$ cat config.mk
export PLATFORM = sky130hd
export DESIGN_NAME = reset_sequencer
export DESIGN_NICKNAME = d
export VERILOG_FILES = /design/src/rtl/rstseq_pkg.sv /design/src/rtl/rstseq_datapath.sv /design/src/rtl/rstseq_ctrl.sv /design/src/rtl/reset_sequencer.sv
export SDC_FILE = /design/constraint.sdc
export NUM_CORES = 1
export LEC_CHECK = 0
export ABC_AREA = 1
export BUFFER_PORTS_ARGS = -buffer_cell sky130_fd_sc_hd__buf_4
export CAP_MARGIN = 10
export CORE_ASPECT_RATIO = 1.1
export CORE_MARGIN = 1
export CORE_UTILIZATION = 61
export CTS_BUF_LIST = sky130_fd_sc_hd__clkbuf_16
export DETAILED_ROUTE_END_ITERATION = 7
export PLACE_DENSITY = 0.83
export RECOVER_POWER = 25
export SYNTH_ARGS = -nofsm -noshare
export SYNTH_HDL_FRONTEND = slang
export SYNTH_SLANG_ARGS = --single-unit
$ cat constraint.sdc
create_clock -name clk -period 5.03 [get_ports clk]
set_input_delay 0.7545 -clock clk [delete_from_list [all_inputs] [get_ports clk]]
set_output_delay 0.7545 -clock clk [all_outputs]
set_load 0.05 [all_outputs]
$ cat src/rtl/rstseq_pkg.sv
package rstseq_pkg;

  typedef enum logic [1:0] {
    SEQ_IDLE  = 2'd0,
    SEQ_HOLD  = 2'd1,
    SEQ_DELAY = 2'd2
  } seqState_t;

  typedef struct packed {
    logic cntClear;
    logic cntInc;
    logic latchReq;
    logic readClr;
  } seqStrobe_t;

endpackage

$ cat src/rtl/rstseq_datapath.sv
module rstseq_datapath
  import rstseq_pkg::*;
#(
  parameter int NUM_SRC   = 3,
  parameter int PIN_TICKS = 4096,
  parameter int CPU_TICKS = 64
) (
  input  logic               clk,
  input  logic               porN,
  input  seqStrobe_t         strobe,
  input  logic [NUM_SRC-1:0] rstReq,
  output logic               pinLast,
  output logic               cpuLast,
  output logic [NUM_SRC:0]   status
);

  localparam int MAX_TICKS = (PIN_TICKS > CPU_TICKS) ? PIN_TICKS : CPU_TICKS;
  localparam int CNT_W     = (MAX_TICKS > 1) ? $clog2(MAX_TICKS) : 1;

  logic [CNT_W-1:0] tickCnt;

  // shared tick counter, reused by both hold phases
  always_ff @(posedge clk or negedge porN) begin
    if (!porN) begin
      tickCnt <= '0;
    end else if (strobe.cntClear) begin
      tickCnt <= '0;
    end else if (strobe.cntInc) begin
      tickCnt <= tickCnt + 1'b1;
    end
  end

  assign pinLast = (tickCnt == CNT_W'(PIN_TICKS - 1));
  assign cpuLast = (tickCnt == CNT_W'(CPU_TICKS - 1));

  // power-on cause bit: set only by the asynchronous input
  always_ff @(posedge clk or negedge porN) begin
    if (!porN) begin
      status[0] <= 1'b1;
    end else if (strobe.readClr) begin
      status[0] <= 1'b0;
    end
  end

  // one sticky cause bit per request source; a set beats a read clear
  for (genvar gi = 0; gi < NUM_SRC; gi++) begin : g_cause
    always_ff @(posedge clk or negedge porN) begin
      if (!porN) begin
        status[gi+1] <= 1'b0;
      end else if (strobe.latchReq && rstReq[gi]) begin
        status[gi+1] <= 1'b1;
      end else if (strobe.readClr) begin
        status[gi+1] <= 1'b0;
      end
    end
  end

endmodule

$ cat src/rtl/rstseq_ctrl.sv
module rstseq_ctrl
  import rstseq_pkg::*;
#(
  parameter int NUM_SRC = 3,
  parameter int LVI_IDX = 0
) (
  input  logic               clk,
  input  logic               porN,
  input  logic               tickEn,
  input  logic               statusRd,
  input  logic [NUM_SRC-1:0] rstReq,
  input  logic               pinLast,
  input  logic               cpuLast,
  output seqStrobe_t         strobe,
  output logic               pinPullDown,
  output logic               cpuRst,
  output logic               fullRst
);

  seqState_t seqState, seqNext;
  logic      fullNext;
  logic      anyReq;

  assign anyReq = |rstReq;

  always_comb begin
    seqNext         = seqState;
    strobe          = '0;
    strobe.latchReq = anyReq;
    strobe.readClr  = statusRd;
    if (anyReq) begin
      seqNext         = SEQ_HOLD;
      strobe.cntClear = 1'b1;
    end else begin
      unique case (seqState)
        SEQ_HOLD: begin
          if (tickEn) begin
            if (pinLast) begin
              seqNext         = SEQ_DELAY;
              strobe.cntClear = 1'b1;
            end else begin
              strobe.cntInc = 1'b1;
            end
          end
        end
        SEQ_DELAY: begin
          if (tickEn) begin
            if (cpuLast) begin
              seqNext         = SEQ_IDLE;
              strobe.cntClear = 1'b1;
            end else begin
              strobe.cntInc = 1'b1;
            end
          end
        end
        default: begin
          seqNext = SEQ_IDLE;
        end
      endcase
    end
  end

  always_comb begin
    if (anyReq && rstReq[LVI_IDX]) begin
      fullNext = 1'b1;
    end else if (seqNext == SEQ_IDLE) begin
      fullNext = 1'b0;
    end else begin
      fullNext = fullRst;
    end
  end

  always_ff @(posedge clk or negedge porN) begin
    if (!porN) begin
      seqState <= SEQ_HOLD;
      fullRst  <= 1'b1;
    end else begin
      seqState <= seqNext;
      fullRst  <= fullNext;
    end
  end

  assign pinPullDown = (seqState == SEQ_HOLD);
  assign cpuRst      = (seqState != SEQ_IDLE);

endmodule

$ cat src/rtl/reset_sequencer.sv
module reset_sequencer
  import rstseq_pkg::*;
#(
  parameter int NUM_SRC   = 3,
  parameter int LVI_IDX   = 0,
  parameter int PIN_TICKS = 4096,
  parameter int CPU_TICKS = 64
) (
  input  logic               clk,
  input  logic               porN,
  input  logic               tickEn,
  input  logic [NUM_SRC-1:0] rstReq,
  input  logic               statusRd,
  output logic               pinPullDown,
  output logic               cpuRst,
  output logic               fullRst,
  output logic [NUM_SRC:0]   status
);

  seqStrobe_t strobe;
  logic       pinLast;
  logic       cpuLast;

  rstseq_ctrl #(
    .NUM_SRC(NUM_SRC),
    .LVI_IDX(LVI_IDX)
  ) ctrl_i (
    .clk        (clk),
    .porN       (porN),
    .tickEn     (tickEn),
    .statusRd   (statusRd),
    .rstReq     (rstReq),
    .pinLast    (pinLast),
    .cpuLast    (cpuLast),
    .strobe     (strobe),
    .pinPullDown(pinPullDown),
    .cpuRst     (cpuRst),
    .fullRst    (fullRst)
  );

  rstseq_datapath #(
    .NUM_SRC  (NUM_SRC),
    .PIN_TICKS(PIN_TICKS),
    .CPU_TICKS(CPU_TICKS)
  ) dp_i (
    .clk    (clk),
    .porN   (porN),
    .strobe (strobe),
    .rstReq (rstReq),
    .pinLast(pinLast),
    .cpuLast(cpuLast),
    .status (status)
  );

endmodule

==> results.py <==
metrics = {
    "sta": {
        "fmaxAchievable_mhz": 496,
        "max_slew.worst_pin.slew_ns": 0.972,
        "fin_skew_ns": 0.00341,
        "grt_setup_unrepaired": "false",
        "fin_crit_ns": 2.02,
        "slew_headroom_pct": 35.2,
        "fin_setup_tns_ns": 0,
        "whs_ns": 0.442,
        "hold_viol": 0,
        "finalMaxSlewViolations": 0,
        "finalSetupViolCount": 0,
        "fin_crit_sh_pct": 40.1,
    },
    "yosys": {
        "syn_inst": 156,
        "synth_seq_cells": 19,
        "synth-async-reset-ratio_pct": 100,
        "synth_top_area_cell": "dfrtp_1",
        "synthDistinctLibCells": 24,
        "ys_top_cells_by_area": "dfrtp_1, nand2_1, dfstp_2, inv_1, nor2_1",
        "yosysMostFrequentCell": "nand2_1",
        "syn-cell-area_um2": 1210,
        "ys_seq_area_share_pct": 39.7,
        "synth_ff_type": "dfrtp_1",
        "synth_commonest_cells": "nand2_1, inv_1, nor2_1",
        "postSynthAreaPerCell_um2": 7.73,
        "synth_edf_count": 0,
        "yosys_warnings": 0,
        "syn_nets": 167,
        "yosys.area.top_type_share_pct": 33.2,
    },
    "final_layout": {
        "drive_gt1_share_pct": 23.3,
        "nets": 184,
        "area_growth_pct": 16.3,
        "layoutNonFillerInstCount": 199,
        "n_antenna_cell": 0,
        "final_area_um2": 1400,
    },
    "cts": {
        "clock_latency_ns": 0.25,
        "max-clock-path-buffers": 2,
        "cts_max_level": 1,
        "cts_resized": 0,
        "cts.sinks": 19,
        "cts-buffers-inserted": 3,
        "cts_hold_buffers": 0,
        "path_clk_slew_ns": 0.05,
        "cts_setup_buffers": 0,
        "tritoncts": "built",
        "cts-root-buf": "clkbuf_16",
    },
    "place": {
        "dpl_cell_area_um2": 1330,
        "place_inst": 195,
        "hpwlAfterDp_mm": 1.76,
        "gp_congestion": 0.828,
        "port_buffers": 13,
    },
    "setup_path": {
        "path_max_fanout": 3,
        "r2r_start": "dp_i.tickCnt[0]",
        "cp-end-kind": "primary output",
        "crit_required_ns": 4.28,
        "r2r_end": "dp_i.tickCnt[2]",
        "reg2reg_depth": 11,
        "crit_type": "reg2out",
        "reg2reg_slack_ns": 3.20,
        "worstPathArrival_ns": 1.26,
        "start_kind": "register",
    },
    "hold_path": {
        "hold_path.class": "reg2reg",
        "min_to": "dp_i.status[0]",
        "whs_path_depth": 2,
        "worstHoldStart": "dp_i.status[0]",
    },
    "global_routing": {
        "grt_remaining_overflow": 0,
        "grt_pass1_wl_mm": 4.26,
        "track_usage_pct": 26.4,
        "grt_max_degree": 20,
        "grt_pass1_vias": 972,
        "antenna_found_initial": 0,
    },
    "floorplanning": {
        "chipHeight_um": 48.6,
        "core-area_um2": 1820,
        "fp-row-count": 16,
        "initial_core_util_pct": 66.2,
        "die_area_um2": 2160,
        "io_pins": 14,
        "die_w_um": 44.4,
    },
    "flow_run": {
        "drv_cap": 0,
    },
    "run_status": {
        "status": "finished clean",
    },
    "detailed_routing": {
        "dr_total_vias": 1076,
        "wirelength_mm": 2.48,
        "drc": 0,
        "final_antenna_net_count": 0,
        "wl_per_cell_um": 12.4,
        "avgViaCountPerCell": 5.41,
        "first_pass_iters": 4,
        "drt_iter0_drc": 38,
    },
    "pwr": {
        "irDropWorstVdd_uv": 254,
        "power_density_nw_per_um2": 247,
        "leakage_uw": 0.000677,
    },
}
[metrics by stage]
| step | worst slack (ns) | utilization [%] | power [uW] |
|---|---|---|---|
| 2_1_floorplan | 3.12 | - | 174 |
| 3_3_place_gp | 3.30 | 72.8 | 185 |
| 3_5_place_dp | 3.25 | 72.8 | 185 |
| 5_1_grt | 2.98 | 77.0 | 356 |
| 6_report | 3.01 | 77.0 | 346 |
| 4_1_cts | 3.01 | 77.2 | 348 |
[layout make-up]
| cell class | count | area, um2 |
|---|---|---|
| timing repair buffer | 14 | 101 |
| clock buffer | 3 | 75.1 |
| tap | 27 | 33.8 |
| clock inverter | 1 | 5.00 |
| inverter | 25 | 93.8 |
| sequential | 19 | 479 |
| multi-input combinational | 110 | 614 |
| fill | 124 | 419 |
[worst max-delay path by stage]
stage	from	to	slack, ns	cells after the start
3_5_place_dp	dp_i.tickCnt[0]	dp_i.tickCnt[2]	3.25	11
6_report	ctrl_i.seqState[0]	cpuRst	3.01	4
3_3_place_gp	ctrl_i.seqState[0]	cpuRst	3.30	4
4_1_cts	ctrl_i.seqState[0]	cpuRst	3.01	4
2_1_floorplan	ctrl_i.seqState[0]	dp_i.tickCnt[3]	3.12	8
5_1_grt	ctrl_i.seqState[0]	cpuRst	2.98	4
[layer usage]
layer	global-route usage (%)	wire length [um]	vias to the layer above
li1	-	-	529
met1	38.1	1060	499
met2	40.7	1250	41
met3	3.36	116	7
met4	9.09	51	0
met5	0	0	-
[worst max-delay path, stage by stage, from the launching register on]
cell     delay, ns
dfstp_2       0.54
inv_1         0.06
ha_1          0.19
inv_1         0.05
buf_4         0.18
[layout by cell type, fill, tap and decap left out]
cell,count
nor2_1,17
nor2_2,4
dfrtp_1,16
nand3_2,1
buf_4,13
o21ai_0,1
clkbuf_16,3
clkinv_2,1
nand2_4,3
nor3_2,1
xor2_1,3
nor2_4,3
nand3_1,10
inv_2,4
nand4_1,10
o21ai_1,2
clkbuf_1,1
nand2_2,2
nand2_1,39
nand3b_1,1
nor3_1,1
inv_1,21
o21bai_1,6
dfstp_2,3
o21ai_2,2
ha_1,4
[cell families (layout without fill, tap and decap cells)]
logic type                 count (synthesis)  after routing  share of synthesized area [%]
AOI/OAI and AO/OA                         11             11                           6.43
xor gates and xnor gates                   3              3                           2.18
adders and majority gates                  4              4                           4.15
buffers and inverters                     27             43                           9.34
DFF                                       19             19                           39.7
and+or+nand+nor                           92             92                           38.2
[report_power, final]
part           switching (uW)  internal (uW)
logic                    18.8           7.84
registers                1.03            155
clock network            56.9            107
[registers in the layout, indices dropped and copies added (netlist names)]
register,cells
ctrl_i.fullRst,1
ctrl_i.seqState,2
dp_i.status,4
dp_i.tickCnt,12
(Power assumes the default switching activity.)
